==> config.mk <==
export PLATFORM = sky130hd
export DESIGN_NAME = adc_postproc
export DESIGN_NICKNAME = d
export VERILOG_FILES = /design/src/rtl/adc_pp_pkg.sv /design/src/rtl/adc_pp_ctrl.sv /design/src/rtl/adc_pp_accum.sv /design/src/rtl/adc_pp_prev.sv /design/src/rtl/adc_postproc.sv
export SDC_FILE = /design/constraint.sdc
export NUM_CORES = 1
export LEC_CHECK = 0
export BUFFER_PORTS_ARGS = -buffer_cell sky130_fd_sc_hd__buf_2
export CORE_MARGIN = 1.5
export CORE_UTILIZATION = 63
export CTS_CLUSTER_SIZE = 14
export DETAILED_ROUTE_END_ITERATION = 16
export HOLD_SLACK_MARGIN = 0.15
export PLACE_DENSITY = 0.95
export SYNTH_ARGS = -nofsm -noshare
export SYNTH_HDL_FRONTEND = slang
export SYNTH_SLANG_ARGS = --single-unit
==> constraint.sdc <==
create_clock -name clk -period 12.8 [get_ports clk]
set_input_delay 1.92 -clock clk [delete_from_list [all_inputs] [get_ports clk]]
set_output_delay 1.92 -clock clk [all_outputs]
set_load 0.1 [all_outputs]
==> src/rtl/adc_pp_pkg.sv <==
package adc_pp_pkg;

   localparam logic [2:0] MD_BASIC = 3'd0;
   localparam logic [2:0] MD_ACCUM = 3'd1;
   localparam logic [2:0] MD_AVG   = 3'd2;
   localparam logic [2:0] MD_BURST = 3'd3;
   localparam logic [2:0] MD_LPF   = 3'd4;

   typedef struct packed {
      logic       clr;
      logic [2:0] shift;
      logic       prev_src;
      logic [2:0] mode;
   } pp_ctl_t;

endpackage

==> src/rtl/adc_pp_ctrl.sv <==
module adc_pp_ctrl
   import adc_pp_pkg::*;
#(
   parameter int CNT_W   = 8,
   parameter int CLR_CYC = 3
) (
   input  logic             clk,
   input  logic             rst_n,
   input  logic             ctl_we,
   input  pp_ctl_t          ctl_wdata,
   input  logic             rpt_we,
   input  logic [CNT_W-1:0] rpt_wdata,
   output pp_ctl_t          ctl,
   output logic [CNT_W-1:0] rpt,
   output logic             clr_fire
);

   logic [2:0] mode_r, shift_r;
   logic       src_r, busy;
   logic       clr_req;

   assign clr_req = ctl_we && ctl_wdata.clr;

   always_ff @(posedge clk or negedge rst_n) begin
      if (!rst_n) begin
         mode_r  <= '0;
         shift_r <= '0;
         src_r   <= 1'b0;
         rpt     <= '0;
         busy    <= 1'b0;
      end else begin
         if (ctl_we) begin
            mode_r  <= ctl_wdata.mode;
            shift_r <= ctl_wdata.shift;
            src_r   <= ctl_wdata.prev_src;
         end
         if (rpt_we)
            rpt <= rpt_wdata;
         if (clr_req)
            busy <= 1'b1;
         else if (clr_fire)
            busy <= 1'b0;
      end
   end

   generate
      if (CLR_CYC == 1) begin : g_clr_single
         assign clr_fire = busy;
      end else begin : g_clr_timer
         localparam int TW = $clog2(CLR_CYC);
         logic [TW-1:0] tmr;
         always_ff @(posedge clk or negedge rst_n) begin
            if (!rst_n)
               tmr <= '0;
            else if (clr_req)
               tmr <= TW'(CLR_CYC - 1);
            else if (busy && tmr != '0)
               tmr <= tmr - 1'b1;
         end
         assign clr_fire = busy && (tmr == '0);
      end
   endgenerate

   assign ctl = '{clr: busy, shift: shift_r, prev_src: src_r, mode: mode_r};

   // a clear request is visible as pending on the next cycle
   p_clr_pending_r9: assert property (@(posedge clk) disable iff (!rst_n)
      clr_req |=> ctl.clr);

   // the pending bit drops once the clear has fired
   p_clr_selfclear_r9: assert property (@(posedge clk) disable iff (!rst_n)
      (clr_fire && !clr_req) |=> !ctl.clr);

endmodule

==> src/rtl/adc_pp_accum.sv <==
module adc_pp_accum
   import adc_pp_pkg::*;
#(
   parameter int RES_W  = 10,
   parameter int ACC_W  = 16,
   parameter int CNT_W  = 8,
   parameter int MAX_SH = 6
) (
   input  logic             clk,
   input  logic             rst_n,
   input  logic             smp_valid,
   input  logic [RES_W-1:0] smp_data,
   input  logic             conv_start,
   input  logic [2:0]       mode,
   input  logic [2:0]       shift,
   input  logic             busy,
   input  logic             clr_fire,
   input  logic [CNT_W-1:0] rpt,
   output logic [ACC_W-1:0] acc,
   output logic [CNT_W-1:0] cnt,
   output logic             ovf,
   output logic [ACC_W-1:0] filt,
   output logic             out_vld
);

   localparam logic [CNT_W-1:0] CNT_MAX = {CNT_W{1'b1}};

   logic [2:0]       sh;
   logic [ACC_W-1:0] smp_x;
   logic [ACC_W:0]   sum;
   logic [ACC_W-1:0] sum_lo;
   logic             carry;
   logic [ACC_W-1:0] lpf_nxt;
   logic [CNT_W-1:0] cnt_inc;
   logic             hit;
   logic             armed;
   logic             basic_md;

   assign sh       = (int'(shift) > MAX_SH) ? 3'(MAX_SH) : shift;
   assign smp_x    = ACC_W'(smp_data);
   assign sum      = {1'b0, acc} + {1'b0, smp_x};
   assign sum_lo   = sum[ACC_W-1:0];
   assign carry    = sum[ACC_W];
   assign lpf_nxt  = acc + smp_x - (acc >> sh);
   assign cnt_inc  = (cnt == CNT_MAX) ? cnt : cnt + 1'b1;
   assign hit      = (cnt_inc == rpt);
   assign basic_md = (mode == MD_BASIC) || (mode > MD_LPF);

   always_ff @(posedge clk or negedge rst_n) begin
      if (!rst_n) begin
         acc     <= '0;
         cnt     <= '0;
         ovf     <= 1'b0;
         filt    <= '0;
         out_vld <= 1'b0;
         armed   <= 1'b0;
      end else begin
         out_vld <= 1'b0;
         if (clr_fire) begin
            acc <= '0;
            cnt <= '0;
            ovf <= 1'b0;
         end else if (conv_start && mode == MD_BURST) begin
            acc   <= '0;
            cnt   <= '0;
            armed <= 1'b1;
         end else if (smp_valid) begin
            if (basic_md) begin
               filt    <= smp_x;
               out_vld <= 1'b1;
            end else if (!busy) begin
               case (mode)
                  MD_ACCUM: begin
                     acc     <= sum_lo;
                     cnt     <= cnt_inc;
                     ovf     <= ovf | carry;
                     filt    <= sum_lo >> sh;
                     out_vld <= 1'b1;
                  end
                  MD_AVG, MD_BURST: begin
                     if (mode == MD_AVG || armed) begin
                        ovf <= ovf | carry;
                        if (hit) begin
                           filt    <= sum_lo >> sh;
                           out_vld <= 1'b1;
                           acc     <= '0;
                           cnt     <= '0;
                           if (mode == MD_BURST)
                              armed <= 1'b0;
                        end else begin
                           acc <= sum_lo;
                           cnt <= cnt_inc;
                        end
                     end
                  end
                  default: begin
                     acc     <= lpf_nxt;
                     cnt     <= cnt_inc;
                     filt    <= lpf_nxt >> sh;
                     out_vld <= 1'b1;
                  end
               endcase
            end
         end
      end
   end

   // a completed clear leaves accumulator, counter and flag at zero
   p_clr_zero_r9: assert property (@(posedge clk) disable iff (!rst_n)
      clr_fire |=> (acc == '0 && cnt == '0 && !ovf));

   // overflow is sticky until a clear
   p_ovf_sticky_r8: assert property (@(posedge clk) disable iff (!rst_n)
      (ovf && !clr_fire) |=> ovf);

   // pass-through copies the sample to the output
   p_basic_pass_r2: assert property (@(posedge clk) disable iff (!rst_n)
      (smp_valid && basic_md && !clr_fire) |=> (out_vld && filt == $past(smp_x)));

   // an average result leaves the accumulator flushed
   p_avg_flush_r4: assert property (@(posedge clk) disable iff (!rst_n)
      (out_vld && $past(mode) == MD_AVG) |-> (acc == '0 && cnt == '0));

   // an unarmed burst ignores samples
   p_burst_idle_r5: assert property (@(posedge clk) disable iff (!rst_n)
      (smp_valid && mode == MD_BURST && !armed && !clr_fire && !conv_start)
      |=> ($stable(acc) && !out_vld));

endmodule

==> src/rtl/adc_pp_prev.sv <==
module adc_pp_prev #(
   parameter int RES_W = 10,
   parameter int ACC_W = 16
) (
   input  logic             clk,
   input  logic             rst_n,
   input  logic             smp_valid,
   input  logic [RES_W-1:0] smp_data,
   input  logic             conv_start,
   input  logic             prev_src,
   input  logic [ACC_W-1:0] filt,
   output logic [RES_W-1:0] res_q,
   output logic [ACC_W-1:0] prev_q
);

   always_ff @(posedge clk or negedge rst_n) begin
      if (!rst_n) begin
         res_q  <= '0;
         prev_q <= '0;
      end else begin
         if (smp_valid)
            res_q <= smp_data;
         if (conv_start)
            prev_q <= prev_src ? filt : ACC_W'(res_q);
      end
   end

   // raw source takes the result held before the start
   p_prev_raw_r10: assert property (@(posedge clk) disable iff (!rst_n)
      (conv_start && !prev_src) |=> prev_q == ACC_W'($past(res_q)));

   // filtered source takes the output value
   p_prev_flt_r10: assert property (@(posedge clk) disable iff (!rst_n)
      (conv_start && prev_src) |=> prev_q == $past(filt));

endmodule

==> src/rtl/adc_postproc.sv <==
module adc_postproc
   import adc_pp_pkg::*;
#(
   parameter int RES_W   = 10,
   parameter int ACC_W   = 16,
   parameter int CNT_W   = 8,
   parameter int MAX_SH  = 6,
   parameter int CLR_CYC = 3
) (
   input  logic             clk,
   input  logic             rst_n,
   input  logic             ctl_we,
   input  logic [7:0]       ctl_wdata,
   output logic [7:0]       ctl_rdata,
   input  logic             rpt_we,
   input  logic [CNT_W-1:0] rpt_wdata,
   output logic [CNT_W-1:0] rpt_rdata,
   input  logic             conv_start,
   input  logic             smp_valid,
   input  logic [RES_W-1:0] smp_data,
   output logic [RES_W-1:0] last_res,
   output logic [ACC_W-1:0] acc_q,
   output logic [CNT_W-1:0] cnt_q,
   output logic             ovf_q,
   output logic [ACC_W-1:0] filt_q,
   output logic             filt_vld,
   output logic [ACC_W-1:0] prev_q
);

   initial begin
      assert (ACC_W >= RES_W + MAX_SH) else $error("ACC_W too small for RES_W and MAX_SH");
      assert (MAX_SH >= 1 && MAX_SH <= 7) else $error("MAX_SH out of range");
      assert (CLR_CYC >= 1) else $error("CLR_CYC must be at least 1");
      assert (CNT_W >= 1) else $error("CNT_W must be positive");
   end

   pp_ctl_t ctl;
   logic    clr_fire;

   adc_pp_ctrl #(.CNT_W(CNT_W), .CLR_CYC(CLR_CYC)) u_ctrl (
      .clk       (clk),
      .rst_n     (rst_n),
      .ctl_we    (ctl_we),
      .ctl_wdata (pp_ctl_t'(ctl_wdata)),
      .rpt_we    (rpt_we),
      .rpt_wdata (rpt_wdata),
      .ctl       (ctl),
      .rpt       (rpt_rdata),
      .clr_fire  (clr_fire)
   );

   adc_pp_accum #(.RES_W(RES_W), .ACC_W(ACC_W), .CNT_W(CNT_W), .MAX_SH(MAX_SH)) u_accum (
      .clk        (clk),
      .rst_n      (rst_n),
      .smp_valid  (smp_valid),
      .smp_data   (smp_data),
      .conv_start (conv_start),
      .mode       (ctl.mode),
      .shift      (ctl.shift),
      .busy       (ctl.clr),
      .clr_fire   (clr_fire),
      .rpt        (rpt_rdata),
      .acc        (acc_q),
      .cnt        (cnt_q),
      .ovf        (ovf_q),
      .filt       (filt_q),
      .out_vld    (filt_vld)
   );

   adc_pp_prev #(.RES_W(RES_W), .ACC_W(ACC_W)) u_prev (
      .clk        (clk),
      .rst_n      (rst_n),
      .smp_valid  (smp_valid),
      .smp_data   (smp_data),
      .conv_start (conv_start),
      .prev_src   (ctl.prev_src),
      .filt       (filt_q),
      .res_q      (last_res),
      .prev_q     (prev_q)
   );

   assign ctl_rdata = ctl;

endmodule

### Word level (Yosys, flattened, before mapping)

Index checks and enable logic that the tools add are counted.

* magnitude comparators: 2
* $add $sub $neg: 5
* shifts and indexed selects: 3
* bitwise logic cells: 3
* equality and inequality tests: 17
* muxes and demuxes: 51
* reduce and logical (&&, ||, !) cells: 24

Operators by type and width (count)
* two-way mux 16 bit: 12
* two-way mux 8 bit: 9
* case mux 16 bit (2 select lines): 2
* right shift 16 x 3 -> 16 bit: 3
* two-way mux 1 bit: 24
* nonzero test 2 bit: 9
* adder 16 x 10 -> 17 bit: 1
* adder 16 x 10 -> 16 bit: 1
* subtractor 16 bit: 1
* AND reduction 6 bit: 2
* adder 8 x 1 -> 8 bit, second input constant: 1
* equality test 8 bit: 1
* equality test 8 bit, second input constant: 1
* != test 2 bit, second input constant: 4
* AND reduction 8 bit: 1
* equality test 3 x 2 -> 1 bit, second input constant: 2
* > comparator 3 bit, second input constant: 2
* != test 3 x 1 -> 1 bit, second input constant: 2
* != test 3 x 2 -> 1 bit, second input constant: 2
* nonzero test 3 bit: 2
* logical AND 1 bit: 4
* two-way mux 2 bit: 2
* != test 2 x 1 -> 1 bit, second input constant: 2
* != test 4 x 2 -> 1 bit, second input constant: 1
* other kinds (12): 14

* output and inout port bits: 84
* flip-flop bits (word level): 87
* logic and storage cells: 119

### Longest topological paths before layout

* depth in word-level cells: 11
* mapped depth: 19

### Cells and area by module

A second synthesis with hierarchy kept.

* cells, all modules: 830
* area, all modules: 7541.0 um^2

Modules (own cells, without submodules)
* adc_pp_accum: cells an instance 692, instances 1, area each 5670.4 um^2
* adc_pp_prev: cells an instance 90, instances 1, area each 1084.8 um^2
* adc_pp_ctrl: cells an instance 48, instances 1, area each 785.8 um^2

### Worst setup path before layout

Ideal clock, no wire load.

* path kind: reg2reg
* from: reg u_ctrl.shift_r[1]
* to: reg u_accum.filt[4]
* data arrival time: 5.435 ns
* required time: 12.673 ns
* path slack: 7.238 ns
* stages on the path, launching flop included: 17
* clock period less this slack: 5.562 ns
* path through: dfrtp_1 -> nand2_1 -> nand2_1 -> clkbuf_1 -> mux2i_1 -> mux2i_1 -> a21oi_1 -> fa_1 -> fa_1 -> a211oi_2 -> o21ai_0 -> a211o_1 -> a32oi_2 -> nand2_1 -> o21a_1 -> mux4_2 -> a221o_2

* cells in the longest elaborated chain, start to end: 8

Ends and longest elaborated chain
* start: declaration: line adc_pp_ctrl.sv:18 `logic [2:0] mode_r, shift_r;`
* start signal: assignment: line adc_pp_ctrl.sv:34 `shift_r <= ctl_wdata.shift;`
* > comparator 3 bit: line adc_pp_accum.sv:39 `assign sh = (int'(shift) > MAX_SH) ? 3'(MAX_SH) : shift;`
* two-way mux 3 bit *: line adc_pp_accum.sv:39
* right shift 16 x 3 -> 16 bit, on equally long branches: line adc_pp_accum.sv:44, adc_pp_accum.sv:77, adc_pp_accum.sv:84
* subtractor 16 bit / two-way mux 16 bit (equally long branches): line adc_pp_accum.sv:44, adc_pp_accum.sv:83
* right shift 16 x 3 -> 16 bit / two-way mux 16 bit (equally long branches): line adc_pp_accum.sv:99, adc_pp_accum.sv:81
* case mux 16 bit (2 select lines) *: line adc_pp_accum.sv:72 `case (mode)`
* two-way mux 16 bit *: line adc_pp_accum.sv:71 `end else if (!busy) begin`
* two-way mux 16 bit *: line adc_pp_accum.sv:68 `if (basic_md) begin`
* end signal: assignment: line adc_pp_accum.sv:69 `filt <= smp_x;`
* end signal: assignment: line adc_pp_accum.sv:77 `filt <= sum_lo >> sh;`
* end signal: assignment: line adc_pp_accum.sv:99 `filt <= lpf_nxt >> sh;`
* end: declaration: line adc_pp_accum.sv:22 `output logic [ACC_W-1:0] filt,`

Every way passes the cells marked *; elsewhere a longest branch is shown, timed or not. The select of a mux whose other input is x is not followed.
A chain may end at the register's enable or synchronous reset.

### Worst setup path in the final report

Same ends and word-level chain as after synthesis.

==> impl_metrics.tcl <==
set metrics [dict create \
    finalCritPeriodShare_pct 43.52 \
    core_area_sq_um 11960 \
    final_common_cell "buf_2" \
    async_flop_share_pct 100.0 \
    synth_compound_area_share_pct 26.36 \
    peakVddDrop_uv 118.7 \
    ys_warn_count 0 \
    tightest_slew_ps 1094 \
    io_pins 116 \
    fin_crit_ps 5570 \
    status "completed" \
    start_util_pct 64.39 \
    rsz0062_at_grt "false" \
    synth_area_sq_um 7702 \
    port_buffers 115 \
    routabilityCongestion 0.9333 \
    synth_enable_flop_cells 0 \
    synth-xor-area-share_pct 2.859 \
    cts_tree "done" \
    grt_max_degree 69 \
    viasPerCell 6.930 \
    final_antenna_net_count 0 \
    fp.dieArea_sq_um 12900 \
    htreeDepth 3 \
    timing.fmax_ghz 0.1795 \
    synth_top_family_by_area "compound AO/OA/AOI/OAI gates" \
    setup_viol 0 \
    synth_simple_gate_area_share_pct 18.11 \
    clkSinkCount 87 \
    insertedDiodeCount 0 \
    crit_fanout 32 \
    vias 7595 \
    relSlewSlack_pct 26.52 \
    post_cts_buffers 0 \
    grt_pass1_vias 7140 \
    first_pass_iters 5 \
    root_buffer "clkbuf_16" \
    yosysUniqueCellTypes 96 \
    hold_viol_final 0 \
    antenna_found_initial 0 \
    arrival_ps 5810 \
    worstSetupEndpointType "flop" \
    ys_seq_area_share_pct 28.27 \
    synth_seq_cells 87 \
    dp_hpwl_microns 16580 \
    mostFrequentLayoutCells "114 x buf_2, 87 x dfrtp_1, 73 x nand2_1" \
    drc 0 \
    synth.mux.area_fraction_pct 11.22 \
    required_ps 13040 \
    post_cts_resized 0 \
    drv_cap 0 \
    synthCells 871 \
    track_usage_pct 35.24 \
    die_w_microns 113.6 \
    nets 1020 \
    cts_max_path_buffers 2 \
    grt_overflow 0 \
    clock_skew_ps 17.29 \
    grt_first_pass_wirelength_microns 36100 \
    die_height_microns 113.6 \
    rows 40 \
    drt_iter0_drc 988 \
    path_class "reg -> reg" \
    clk_pin_slew_ps 70 \
    wire_per_inst_microns 20.72 \
    totalWireLength_microns 22710 \
    cts_buffers 9 \
    ctsHoldBuffers 0 \
    maxSlewViolCount 0 \
    hp-class "reg -> reg" \
    clk_latency_ps 360 \
    yosys.area_share.adder_pct 8.220 \
    worstSetupStartpointType "flop" \
    layout-drive-gt1-share_pct 20.44 \
    tns_ps 0 \
    powerDensity_nw_per_um2 291.9 \
    syn_avg_cell_area_sq_um 8.843 \
    synth_nets 947 \
    area_growth_pct 10.43 \
    ys.flop_type "dfrtp_1" \
    p_leak_nw 3.813 \
    finalHoldWorstSlack_ps 506.9 \
]
[flip-flops by register name, summed over array words and instances, names as in the netlist]
register and flops:
u_accum.armed 1, u_ctrl.mode_r 3, u_ctrl.busy 1, u_prev.prev_q 16, u_prev.res_q 10, u_ctrl.shift_r 3, u_accum.acc 16, u_accum.cnt 8
u_accum.ovf 1, u_accum.out_vld 1, u_ctrl.rpt 8, u_ctrl.g_clr_timer.tmr 2, u_accum.filt 16, u_ctrl.src_r 1
[kinds of logic (layout without fill, tap and decap cells)]
group / Yosys count / in the layout
AND/OR/NAND/NOR: 273 / 273
buffers and inverters: 81 / 159
XOR/XNOR: 23 / 23
multiplexers: 81 / 81
flip-flops: 87 / 87
adder cells (fa/ha/maj): 44 / 44
AO/OA/AOI/OAI: 282 / 282
[synth_stat cells, types with 21 or more instances]
cell type  number  share of area (%)
a211oi_1       28                2.7
nand2_1        73                3.6
mux2_2         23                3.4
o21ai_0        44                2.9
nand3_1        29                1.9
clkbuf_1       30                1.5
mux2i_1        56                7.3
dfrtp_1        87                 28
ha_1           33                5.4
inv_1          21                1.0
a21oi_1        67                4.4
nor2_1         57                2.8
nor3_1         21                1.4
[cell type report]
cell class,count,area (sq um)
clock buffers,10,239.0
clock inverters,6,51.30
fillers,864,3456
inverters,22,87.58
multi-input cells,703,5144
flip-flops and latches,87,2177
well taps,147,183.9
repair buffers,121,623.1
[worst max-delay path, stage by stage (launching register included)]
cell and delay, ps:
dfrtp_1 330, buf_4 330, nand2_1 220, nand2_1 260, buf_4 370, mux2i_1 280
and2_1 150, a211oi_1 60, a21oi_1 270, fa_1 480, ha_1 390, o211ai_1 280
o211ai_2 200, a21boi_1 310, mux2i_1 250, nand2_1 230, o21a_1 240, mux4_2 440
a221o_2 360
[power by group]
| group | total (mW) | switching (mW) | internal [mW] |
|---|---|---|---|
| clock | 0.262 | 0.122 | 0.139 |
| combinational | 1.79 | 1.26 | 0.527 |
| sequential | 0.433 | 0.0913 | 0.341 |
[worst paths after layout]
kind,startpoint,end,slack [ps],cells past startpoint
setup / recovery,u_ctrl.shift_r[1],u_accum.filt[4],7230,18
hold / removal,u_accum.ovf,u_accum.ovf,510,1
setup reg to reg,u_ctrl.shift_r[1],u_accum.filt[4],7230,18
hold reg to reg,u_accum.ovf,u_accum.ovf,510,1
max in group asynchronous,rst_n,u_accum.filt[9],10210,2
min in group asynchronous,rst_n,u_accum.acc[7],1440,1
[through the flow]
step / instances / total power, mW / util [%] / setup slack (ps) / cell area, sq um
finish: 1096 / 2.483 / 71.11 / 7230 / 8506
floorplan: 871 / 1.823 / - / 7238 / 7702
detailed placement: 1080 / 2.168 / 68.68 / 7382 / 8215
global placement: 1080 / 2.134 / 68.68 / 7458 / 8215
CTS: 1096 / 2.435 / 71.11 / 7352 / 8506
global route: 1096 / 2.615 / 71.11 / 6937 / 8506
[routing by layer]
layer,share of wire (%),routed length (microns),vias to the layer above,GRT usage [%]
met4,3.4,773,0,16.17
met5,0,0,-,0
met3,9.8,2232,65,5.473
met2,44,10090,474,53.37
li1,-,-,3446,-
met1,42,9617,3610,49.85
No activity file was read; power rests on OpenSTA's default activity.
